===== config.mk =====
export PLATFORM = sky130hd
export DESIGN_NAME = pinmux_core
export DESIGN_NICKNAME = d
export VERILOG_FILES = /design/src/rtl/pmx_pkg.sv /design/src/rtl/pmx_cfg_regs.sv /design/src/rtl/pmx_sync.sv /design/src/rtl/pmx_pin_drive.sv /design/src/rtl/pmx_prio_mux.sv /design/src/rtl/pinmux_core.sv
export SDC_FILE = /design/constraint.sdc
export NUM_CORES = 1
export LEC_CHECK = 0
export ABC_AREA = 1
export BUFFER_PORTS_ARGS = -buffer_cell sky130_fd_sc_hd__buf_2
export CAP_MARGIN = 20
export CORE_AREA = 5 5 118 120
export CTS_BUF_LIST = sky130_fd_sc_hd__clkbuf_8
export CTS_CLUSTER_SIZE = 24
export DETAILED_ROUTE_END_ITERATION = 8
export DIE_AREA = 0 0 123 125
export SLEW_MARGIN = 10
export SYNTH_ARGS = -nofsm -noshare
export SYNTH_HDL_FRONTEND = slang
export SYNTH_SLANG_ARGS = --single-unit

===== constraint.sdc =====
create_clock -name clk -period 5.35 [get_ports clk]
set_clock_uncertainty 0.15 [all_clocks]
set_input_delay 1.07 -clock clk [delete_from_list [all_inputs] [get_ports clk]]
set_output_delay 1.07 -clock clk [all_outputs]
set_load 0.03 [all_outputs]

===== src/rtl/pmx_pkg.sv =====
package pmx_pkg;

  // bits needed to hold codes 0..n_funcs
  function automatic int unsigned field_width(int unsigned n_funcs);
    if (n_funcs < 1) return 1;
    return $clog2(n_funcs + 1);
  endfunction

  function automatic int unsigned wider(int unsigned a, int unsigned b);
    return (a > b) ? a : b;
  endfunction

  // true when a code hands the pad to one of the functions
  function automatic bit code_selects(int unsigned code, int unsigned n_funcs);
    return (code >= 1) && (code <= n_funcs);
  endfunction

endpackage


===== src/rtl/pmx_cfg_regs.sv =====
module pmx_cfg_regs #(
  parameter int P     = 8,
  parameter int SEL_W = 3,
  parameter int AW    = 4,
  parameter int DW    = 8
) (
  input  logic             clk,
  input  logic             rst_n,
  input  logic             we,
  input  logic [AW-1:0]    addr,
  input  logic [DW-1:0]    wdata,
  output logic [P*SEL_W-1:0] sel_flat,
  output logic [P-1:0]     gpio_out_q,
  output logic [P-1:0]     gpio_oe_q
);
  localparam int GOUT_ADDR = P;
  localparam int GOE_ADDR  = P + 1;

  logic wr_gout;
  logic wr_goe;

  assign wr_gout = we && (addr == AW'(GOUT_ADDR));
  assign wr_goe  = we && (addr == AW'(GOE_ADDR));

  for (genvar p = 0; p < P; p++) begin : g_sel
    logic hit;
    assign hit = we && (addr == AW'(p));
    always_ff @(posedge clk or negedge rst_n) begin
      if (!rst_n)   sel_flat[p*SEL_W +: SEL_W] <= '0;
      else if (hit) sel_flat[p*SEL_W +: SEL_W] <= wdata[SEL_W-1:0];
    end
  end

  always_ff @(posedge clk or negedge rst_n) begin
    if (!rst_n) begin
      gpio_out_q <= '0;
      gpio_oe_q  <= '0;
    end else begin
      if (wr_gout) gpio_out_q <= wdata[P-1:0];
      if (wr_goe)  gpio_oe_q  <= wdata[P-1:0];
    end
  end
endmodule


===== src/rtl/pmx_sync.sv =====
module pmx_sync #(
  parameter int W      = 8,
  parameter int STAGES = 2
) (
  input  logic         clk,
  input  logic         rst_n,
  input  logic [W-1:0] d,
  output logic [W-1:0] q
);
  logic [W-1:0] st [STAGES];

  for (genvar s = 0; s < STAGES; s++) begin : g_stage
    always_ff @(posedge clk or negedge rst_n) begin
      if (!rst_n)      st[s] <= '0;
      else if (s == 0) st[s] <= d;
      else             st[s] <= st[(s == 0) ? 0 : s-1];
    end
  end

  assign q = st[STAGES-1];
endmodule


===== src/rtl/pmx_pin_drive.sv =====
module pmx_pin_drive #(
  parameter int           F        = 6,
  parameter int           SEL_W    = 3,
  parameter logic [F-1:0] OUT_MASK = '0,
  parameter logic [F-1:0] BUS_MASK = '0
) (
  input  logic [SEL_W-1:0] code,
  input  logic [F-1:0]     fn_out,
  input  logic [F-1:0]     fn_oe,
  input  logic             gpio_out,
  input  logic             gpio_oe,
  output logic             pad_out,
  output logic             pad_oe
);
  always_comb begin
    pad_out = gpio_out;
    pad_oe  = gpio_oe;
    if (pmx_pkg::code_selects(int'(code), F)) begin
      for (int f = 0; f < F; f++) begin
        if (code == SEL_W'(f + 1)) begin
          pad_out = fn_out[f];
          pad_oe  = BUS_MASK[f] ? fn_oe[f] : OUT_MASK[f];
        end
      end
    end
  end
endmodule


===== src/rtl/pmx_prio_mux.sv =====
module pmx_prio_mux #(
  parameter int N = 8
) (
  input  logic [N-1:0] req,
  input  logic [N-1:0] data,
  output logic [N-1:0] grant,
  output logic         any,
  output logic         y
);
  always_comb begin
    grant = '0;
    any   = 1'b0;
    for (int i = 0; i < N; i++) begin
      if (req[i] && !any) begin
        grant[i] = 1'b1;
        any      = 1'b1;
      end
    end
  end

  assign y = |(grant & data);
endmodule


===== src/rtl/pinmux_core.sv =====
module pinmux_core #(
  parameter int NUM_PINS  = 8,
  parameter int NUM_FUNCS = 6,
  parameter logic [NUM_FUNCS-1:0] OUT_MASK  = 6'b100101,
  parameter logic [NUM_FUNCS-1:0] BUS_MASK  = 6'b011000,
  parameter logic [NUM_FUNCS-1:0] IDLE_MASK = 6'b001100,
  localparam int SEL_W = pmx_pkg::field_width(NUM_FUNCS),
  localparam int AW    = $clog2(NUM_PINS + 2),
  localparam int DW    = pmx_pkg::wider(NUM_PINS, SEL_W)
) (
  input  logic                 clk,
  input  logic                 rst_n,
  input  logic                 cfg_we,
  input  logic [AW-1:0]        cfg_addr,
  input  logic [DW-1:0]        cfg_wdata,
  input  logic [NUM_FUNCS-1:0] fn_out,
  input  logic [NUM_FUNCS-1:0] fn_oe,
  output logic [NUM_FUNCS-1:0] fn_in,
  input  logic [NUM_PINS-1:0]  pad_in,
  output logic [NUM_PINS-1:0]  pad_out,
  output logic [NUM_PINS-1:0]  pad_oe,
  output logic [NUM_PINS-1:0]  gpio_in
);
  localparam int P = NUM_PINS;
  localparam int F = NUM_FUNCS;

  logic [P*SEL_W-1:0] sel_flat;
  logic [P-1:0]       gpio_out_q;
  logic [P-1:0]       gpio_oe_q;
  logic [P-1:0]       pad_sync;
  logic [F*P-1:0]     claim_flat;
  logic [F*P-1:0]     grant_flat;
  logic [F-1:0]       hit;
  logic [F-1:0]       win;

  pmx_cfg_regs #(.P(P), .SEL_W(SEL_W), .AW(AW), .DW(DW)) u_regs (
    .clk        (clk),
    .rst_n      (rst_n),
    .we         (cfg_we),
    .addr       (cfg_addr),
    .wdata      (cfg_wdata),
    .sel_flat   (sel_flat),
    .gpio_out_q (gpio_out_q),
    .gpio_oe_q  (gpio_oe_q)
  );

  pmx_sync #(.W(P), .STAGES(2)) u_sync (
    .clk   (clk),
    .rst_n (rst_n),
    .d     (pad_in),
    .q     (pad_sync)
  );

  assign gpio_in = pad_sync;

  for (genvar p = 0; p < P; p++) begin : g_pin
    pmx_pin_drive #(
      .F(F), .SEL_W(SEL_W), .OUT_MASK(OUT_MASK), .BUS_MASK(BUS_MASK)
    ) u_drv (
      .code     (sel_flat[p*SEL_W +: SEL_W]),
      .fn_out   (fn_out),
      .fn_oe    (fn_oe),
      .gpio_out (gpio_out_q[p]),
      .gpio_oe  (gpio_oe_q[p]),
      .pad_out  (pad_out[p]),
      .pad_oe   (pad_oe[p])
    );
  end

  for (genvar f = 0; f < F; f++) begin : g_fn
    for (genvar p = 0; p < P; p++) begin : g_claim
      assign claim_flat[f*P + p] = (sel_flat[p*SEL_W +: SEL_W] == SEL_W'(f + 1));
    end

    pmx_prio_mux #(.N(P)) u_pm (
      .req   (claim_flat[f*P +: P]),
      .data  (pad_sync),
      .grant (grant_flat[f*P +: P]),
      .any   (hit[f]),
      .y     (win[f])
    );

    assign fn_in[f] = hit[f] ? win[f] : IDLE_MASK[f];
  end
endmodule


==> results of run 1 <==
synthesized netlist by cell type, types with 2 or more instances:
library cell                 n
sky130_fd_sc_hd__nand2_1   180
sky130_fd_sc_hd__nand3_2     3
sky130_fd_sc_hd__buf_4      24
sky130_fd_sc_hd__nand3b_1    3
sky130_fd_sc_hd__o31ai_1     3
sky130_fd_sc_hd__nand4_1    17
sky130_fd_sc_hd__nor2_2      2
sky130_fd_sc_hd__o21ai_0    56
sky130_fd_sc_hd__dfrtp_1    56
sky130_fd_sc_hd__mux2_2      3
sky130_fd_sc_hd__nor3_1     11
sky130_fd_sc_hd__nor2_1     60
sky130_fd_sc_hd__a21oi_1    27
sky130_fd_sc_hd__inv_1      81
sky130_fd_sc_hd__nand3_1    55
sky130_fd_sc_hd__clkbuf_1    3
sky130_fd_sc_hd__o211ai_1    6
through the flow:
stage	worst slack (ns)	instances	utilization (%)	instance area (sq um)	power (uW)
detailed placement	1.99	807	32.6	4200	1430
CTS	1.99	815	33.4	4300	1660
finish	1.98	815	33.4	4300	1660
floorplan	2.34	598	-	3870	1270
global placement	1.97	807	32.6	4200	1420
global route	1.86	815	33.4	4300	1800
cell type report:
cell class | count | share of cell area, %
Sequential cell | 56 | 32.6
Clock buffer | 6 | 1.92
Multi-Input combinational cell | 432 | 45.7
Timing Repair Buffer | 61 | 7.17
Tap cell | 176 | 5.13
Inverter | 82 | 7.17
Clock inverter | 2 | 0.262
cell usage in the layout, fill, tap and decap left out:
cell and instances:
sky130_fd_sc_hd__o211ai_1 6, sky130_fd_sc_hd__o31ai_1 3, sky130_fd_sc_hd__buf_4 1, sky130_fd_sc_hd__nor4_1 1
sky130_fd_sc_hd__a22oi_1 1, sky130_fd_sc_hd__nor2_1 60, sky130_fd_sc_hd__dfrtp_1 56, sky130_fd_sc_hd__nand3b_1 3
sky130_fd_sc_hd__buf_2 60, sky130_fd_sc_hd__inv_2 1, sky130_fd_sc_hd__nor3_1 11, sky130_fd_sc_hd__nor3_2 1
sky130_fd_sc_hd__nand3_2 3, sky130_fd_sc_hd__mux2_2 3, sky130_fd_sc_hd__clkbuf_8 6, sky130_fd_sc_hd__nand4_1 17
sky130_fd_sc_hd__o21ai_0 56, sky130_fd_sc_hd__o22ai_1 1, sky130_fd_sc_hd__a21oi_1 27, sky130_fd_sc_hd__inv_1 82
sky130_fd_sc_hd__nand3_1 55, sky130_fd_sc_hd__nor2_2 2, sky130_fd_sc_hd__nand2_1 180, sky130_fd_sc_hd__nor3b_1 1
sky130_fd_sc_hd__clkinvlp_4 1, sky130_fd_sc_hd__o21a_1 1
metal layers:
metal / GRT usage (%) / vias to the layer above / routed length [microns]
met3: 2.21 / 9 / 691
met1: 21.4 / 1696 / 5320
met5: 0 / - / 0
met4: 4.23 / 0 / 167
met2: 22.7 / 108 / 4930
li1: - / 2002 / -
power by group through the flow:
stage | combinational, uW | sequential, uW | clock [uW]
after floorplan | 715 | 552 | 0
after global placement | 848 | 575 | 0
after detailed placement | 850 | 578 | 0
after CTS | 853 | 569 | 240
after global routing | 957 | 583 | 259
final | 849 | 572 | 235
sequential cells by signal, indices dropped and copies added (netlist names):
register           count
u_sync.st              8
u_regs.sel_flat       24
u_sync.q               8
u_regs.gpio_oe_q       8
u_regs.gpio_out_q      8
cells by family (layout without fill, tap and decap cells):
family,after synthesis,in the layout,share of synthesized area (%)
flops,56,56,36.2
mux,3,3,0.873
buf+inv,110,151,13.0
simple gates,334,334,36.9
compound gates,95,95,13.0
final timing paths:
check,slack (ns),depth (start not counted),from,to
min reg2reg,0.20,0,u_sync.st[11],u_sync.q[3]
min in group asynchronous,0.72,2,rst_n,u_regs.gpio_out_q[1]
max reg2reg,4.39,1,u_regs.gpio_out_q[6],u_regs.gpio_out_q[6]
max in group asynchronous,3.87,2,rst_n,u_sync.st[15]
min,0.20,0,u_sync.st[11],u_sync.q[3]
max,1.98,12,fn_out[0],pad_out[0]
==> qor.yml, run 1 <==
power_and_ir_drop:
  power.net_switching_uw: 801
  part_of_the_power_in_combinational_logic_pct: 51.3
  switching_part_of_the_total_power_pct: 48.4
  power.internal_uw: 855
  power.share.sequential_pct: 34.5
  max-vdd-ir-drop_uv: 119
  static-leakage-power_uw: 0.00228
  power.density_cell_area_nw_per_um2: 385
  power.clock.fraction_pct: 14.2
synth:
  yosys.area.top_type: "sky130_fd_sc_hd__dfrtp_1"
  top_ff_cell_synth: "sky130_fd_sc_hd__dfrtp_1"
  synth_seq_cells: 56
  syn_area_sq_um: 3870
  synth-edff-count: 0
  synthArstFlopShare_pct: 100
  synth_top_cells_by_area: "sky130_fd_sc_hd__dfrtp_1, sky130_fd_sc_hd__nand2_1, sky130_fd_sc_hd__inv_1"
  synth_cell_types: 25
  postSynthCellCount: 598
  syn_nets: 633
  synth_area_per_cell_sq_um: 6.47
  yosysWarnings: 0
  synth_sequential_area_ratio_pct: 36.2
  yosys.area.top_type_share_pct: 36.2
floorplanning:
  initial_core_util_pct: 30.0
  die-area_sq_um: 15400
  num_rows: 42
  floorplan.core_area_sq_um: 12900
  ios: 65
  die_w_microns: 123
  floorplan_die_height_microns: 125
outcome:
  run_status: "complete, no violations"
global_route:
  groute.usage.overall_pct: 14.7
  grt_antenna_before_repair: 0
  grt_pass1_vias: 3473
  wire_length_of_the_first_global_routing_pass_microns: 18100
  grt_max_degree: 57
  grt_remaining_overflow: 0
worst_setup_path:
  critical_path_s_largest_stage_delay_ns: 0.20
  cp_max_fo: 6
  cpLargestDelayFamily: "simple AND/OR/NAND/NOR gates"
  critPathMostFrequentCell: "sky130_fd_sc_hd__nand2_1"
  path_cells: "buf_2 > inv_1 > nand3_1 > nand3_1 > nand2_1 > nand2_1 > nand2_1 > nand2_1 > nand2_1 > nand2_1 > nand2_1 > buf_2"
  cp-end-kind: "output pin"
  crit_type: "input pin to output pin"
  data_required_time_at_the_worst_endpoint_ns: 4.13
  worstPathBufferInverterCount: 3
  worst_setup_path_start_kind: "input pin"
  cp_data_arrival_time_ns: 2.15
  slowest_stage: "sky130_fd_sc_hd__inv_1"
finish:
  filler_cell_count: 1447
  regArea_sq_um: 1400
  area_delta_synth_final_pct: 11.0
  final_layout_size_suffix_gt1_share_pct: 12.2
  num-nets-final: 673
  combined_area_of_the_multi_input_logic_cells_sq_um: 1960
  insertedDiodeCount: 0
job:
  max_cap_violations: 0
clock_tree:
  cts_root_buffer: "sky130_fd_sc_hd__clkbuf_8"
  clock_latency_of_the_later_clocked_register_in_the_worst_skew_pair_ns: 0.31
  post_cts_buffers: 0
  ctsHtreeMaxLevel: 2
  post_cts_resized: 0
  cts_buffers: 5
  cts.sink_count: 56
  cts_hold_buf: 0
  register_clock_pin_slew_on_the_reported_worst_setup_and_hold_paths_ns: 0.09
  cts_tree: "done"
  clk_path_buf_depth: 2
placed_design:
  dp.final_hpwl_microns: 9070
  gp_congestion: 0.869
  count_of_input_and_output_buffers: 60
route:
  firstDrtPassIters: 5
  routed_via_count_divided_by_cell_count: 4.68
  drt_iter0_markers: 312
  drt-wirelength-per-cell_microns: 13.6
  final_antenna_net_count: 0
  total_wire_length_after_detailed_routing_microns: 11100
  detailed_route_drc_error_count: 0
  route.vias.total: 3815
timing:
  max_slew_headroom_at_the_worst_pin_pct: 43.1
  finalHoldWorstSlack_ns: 0.205
  min_period_over_period_pct: 62.9
  achievable-frequency_mhz: 297
  timing.setup.tns_ns: 0
  worstMarginPinSlew_ns: 0.850
  setup_viol: 0
  setup_repair_after_global_routing_missed_its_margin: "false"
  finalHoldViolations: 0
  post-route-min-period_ns: 3.37
  timing_max_transition_violations_final: 0
worst_hold_path:
  min_path_type: "register to register"
Power figures use the tool's default switching activity.
==> inputs of run 2 (changes only) <==
clock period = 3.06 ns   (was 5.35 ns; I/O delays follow)
==> qor.yml, run 2 (synthesized netlist as in run 1, its figures left out) <==
route:
  route.vias.total: 3771  # -1.2%
  drt-wirelength-per-cell_microns: 13.6  # -0.51%
  drt_iter0_markers: 229  # -27%
  detailed_route_drc_error_count: 0  # unchanged
  final_antenna_net_count: 0  # unchanged
  routed_via_count_divided_by_cell_count: 4.62  # -1.4%
  total_wire_length_after_detailed_routing_microns: 11100  # -0.27%
  firstDrtPassIters: 5  # unchanged
finish:
  most-common-layout-cells: "sky130_fd_sc_hd__nand2_1, sky130_fd_sc_hd__inv_1, sky130_fd_sc_hd__nor2_1, sky130_fd_sc_hd__buf_2"
  post-route-util_pct: 33.5  # +0.16 points
  final_common_cell: "sky130_fd_sc_hd__nand2_1"
  final_cells: 817  # +0.25%
  final_layout_size_suffix_gt1_share_pct: 12.6  # +0.43 points
  max_flop_register: "u_regs.sel_flat"
  num-nets-final: 675  # +0.30%
  area_delta_synth_final_pct: 11.5
  insertedDiodeCount: 0  # unchanged
  largest_reg_flops: 24  # unchanged
worst_setup_path:
  cpLargestDelayFamily: "simple AND/OR/NAND/NOR gates"
  crit_path_start: "u_regs.sel_flat[10]"
  cp_max_fo: 6  # unchanged
  data_required_time_at_the_worst_endpoint_ns: 2.30  # -1.83 ns
  path_cells: "inv_1 > nor3_1 > inv_1 > nand2_1 > nor2_1 > nand2_1 > nand3_1 > nor2_1 > nor2_1 > buf_2"
  critical_path_s_largest_stage_delay_ns: 0.44  # +0.24 ns
  worst_setup_path_start_kind: "register"
  crit_type: "register to output pin"
  cp_data_arrival_time_ns: 2.04  # -0.11 ns
  slowest_stage: "sky130_fd_sc_hd__nor3_1"
  worstPathBufferInverterCount: 3  # unchanged
  crit-reg2reg-launch: "u_regs.gpio_out_q[6]"
  critPathMostFrequentCell: "sky130_fd_sc_hd__nor2_1"
  cp-end-kind: "output pin"
power_and_ir_drop:
  power.share.sequential_pct: 34.5  # about the same
  power.internal_uw: 1500  # +75%
  static-leakage-power_uw: 0.00229  # +0.49%
  switching_part_of_the_total_power_pct: 48.2  # -0.18 points
  max-vdd-ir-drop_uv: 158  # +33%
  power.clock.fraction_pct: 13.9  # -0.3 points
  power.density_cell_area_nw_per_um2: 670  # +74%
  power.net_switching_uw: 1390  # +74%
  part_of_the_power_in_combinational_logic_pct: 51.6  # +0.3 points
timing:
  post-route-min-period_ns: 2.81
  timing_max_transition_violations_final: 0  # unchanged
  max_slew_headroom_at_the_worst_pin_pct: 44.6  # +1.5 points
  worstMarginPinSlew_ns: 0.828  # -0.0221 ns
  setup_viol: 0  # unchanged
  achievable-frequency_mhz: 356
  min_period_over_period_pct: 91.7
  finalHoldWorstSlack_ns: 0.207  # +0.00256 ns
  setup_repair_after_global_routing_missed_its_margin: "false"
  finalHoldViolations: 0  # unchanged
  timing.setup.tns_ns: 0  # unchanged
clock_tree:
  cts_tree: "done"
  cts.sink_count: 56  # unchanged
  ctsHtreeMaxLevel: 2  # unchanged
  clk_path_buf_depth: 2  # unchanged
  cts_root_buffer: "sky130_fd_sc_hd__clkbuf_8"
  register_clock_pin_slew_on_the_reported_worst_setup_and_hold_paths_ns: 0.09  # about the same
  cts_buffers: 5  # unchanged
  clock_latency_of_the_later_clocked_register_in_the_worst_skew_pair_ns: 0.31  # about the same
  cts_hold_buf: 0  # unchanged
floorplanning:
  ios: 65  # unchanged
  initial_core_util_pct: 30.0  # unchanged
  floorplan_die_height_microns: 125  # unchanged
  num_rows: 42  # unchanged
  die-area_sq_um: 15400  # unchanged
  die_w_microns: 123  # unchanged
  floorplan.core_area_sq_um: 12900  # unchanged
global_route:
  groute.usage.overall_pct: 14.7  # about the same
  grt_max_degree: 38  # -33%
  grt_pass1_vias: 3564  # +2.6%
  grt_antenna_before_repair: 0  # unchanged
  grt_remaining_overflow: 0  # unchanged
  wire_length_of_the_first_global_routing_pass_microns: 18100  # about the same
worst_hold_path:
  holdCritStartpoint: "u_sync.st[11]"
  min_path_type: "register to register"
placed_design:
  count_of_input_and_output_buffers: 60  # unchanged
  dp_cells: 809  # +0.25%
  gp_congestion: 0.888  # +2.2%
  dp.final_hpwl_microns: 9120  # +0.50%
job:
  max_cap_violations: 0  # unchanged
outcome:
  run_status: "complete, no violations"
## run 2: path summary, 6_finish.rpt
kind                       slack [ns]  depth (start not counted)              endpoint
max                              0.25                         10              fn_in[5]
min                              0.21                          0           u_sync.q[3]
max reg2reg                      2.10                          1  u_regs.gpio_out_q[6]
min reg2reg                      0.21                          0           u_sync.q[3]
max in group asynchronous        1.87                          2   u_regs.sel_flat[19]
min in group asynchronous        0.24                          1          u_sync.st[8]
## run 2: layout make-up
class                           instances  area (sq um)
Tap cell                              176           220
Timing Repair Buffer                   63           323
Clock buffer                            6          82.6
Fill cell                            1453          8560
Inverter                               82           308
Sequential cell                        56          1400
Multi-Input combinational cell        432          1970
Clock inverter                          2          11.3
## run 2: stage by stage
step	total power (uW)	worst slack [ns]	area [sq um]
3_3_place_gp	2490	0.604	4220
5_1_grt	3150	0.0644	4320
2_1_floorplan	2220	0.742	3870
4_1_cts	2920	0.226	4310
6_report	2890	0.254	4320
3_5_place_dp	2500	0.594	4220
## run 2: per-layer routing
layer | routed length (microns) | global-route usage [%]
met4 | 304 | 5.80
met2 | 4790 | 22.4
met1 | 5370 | 20.7
met3 | 613 | 2.62
met5 | 0 | 0
## run 2: power groups by stage
stage	combinational, uW	clock (uW)	sequential (uW)
2_1_floorplan	1250	0	966
3_3_place_gp	1490	0	1010
3_5_place_dp	1490	0	1010
4_1_cts	1500	423	994
5_1_grt	1680	451	1020
6_report	1490	402	997
## run 2: timing repair
item,in CTS,in global routing
endpoints found under the hold margin,0,0
resized for setup,0,1
endpoints found under the setup margin,0,1
setup buffers,0,0
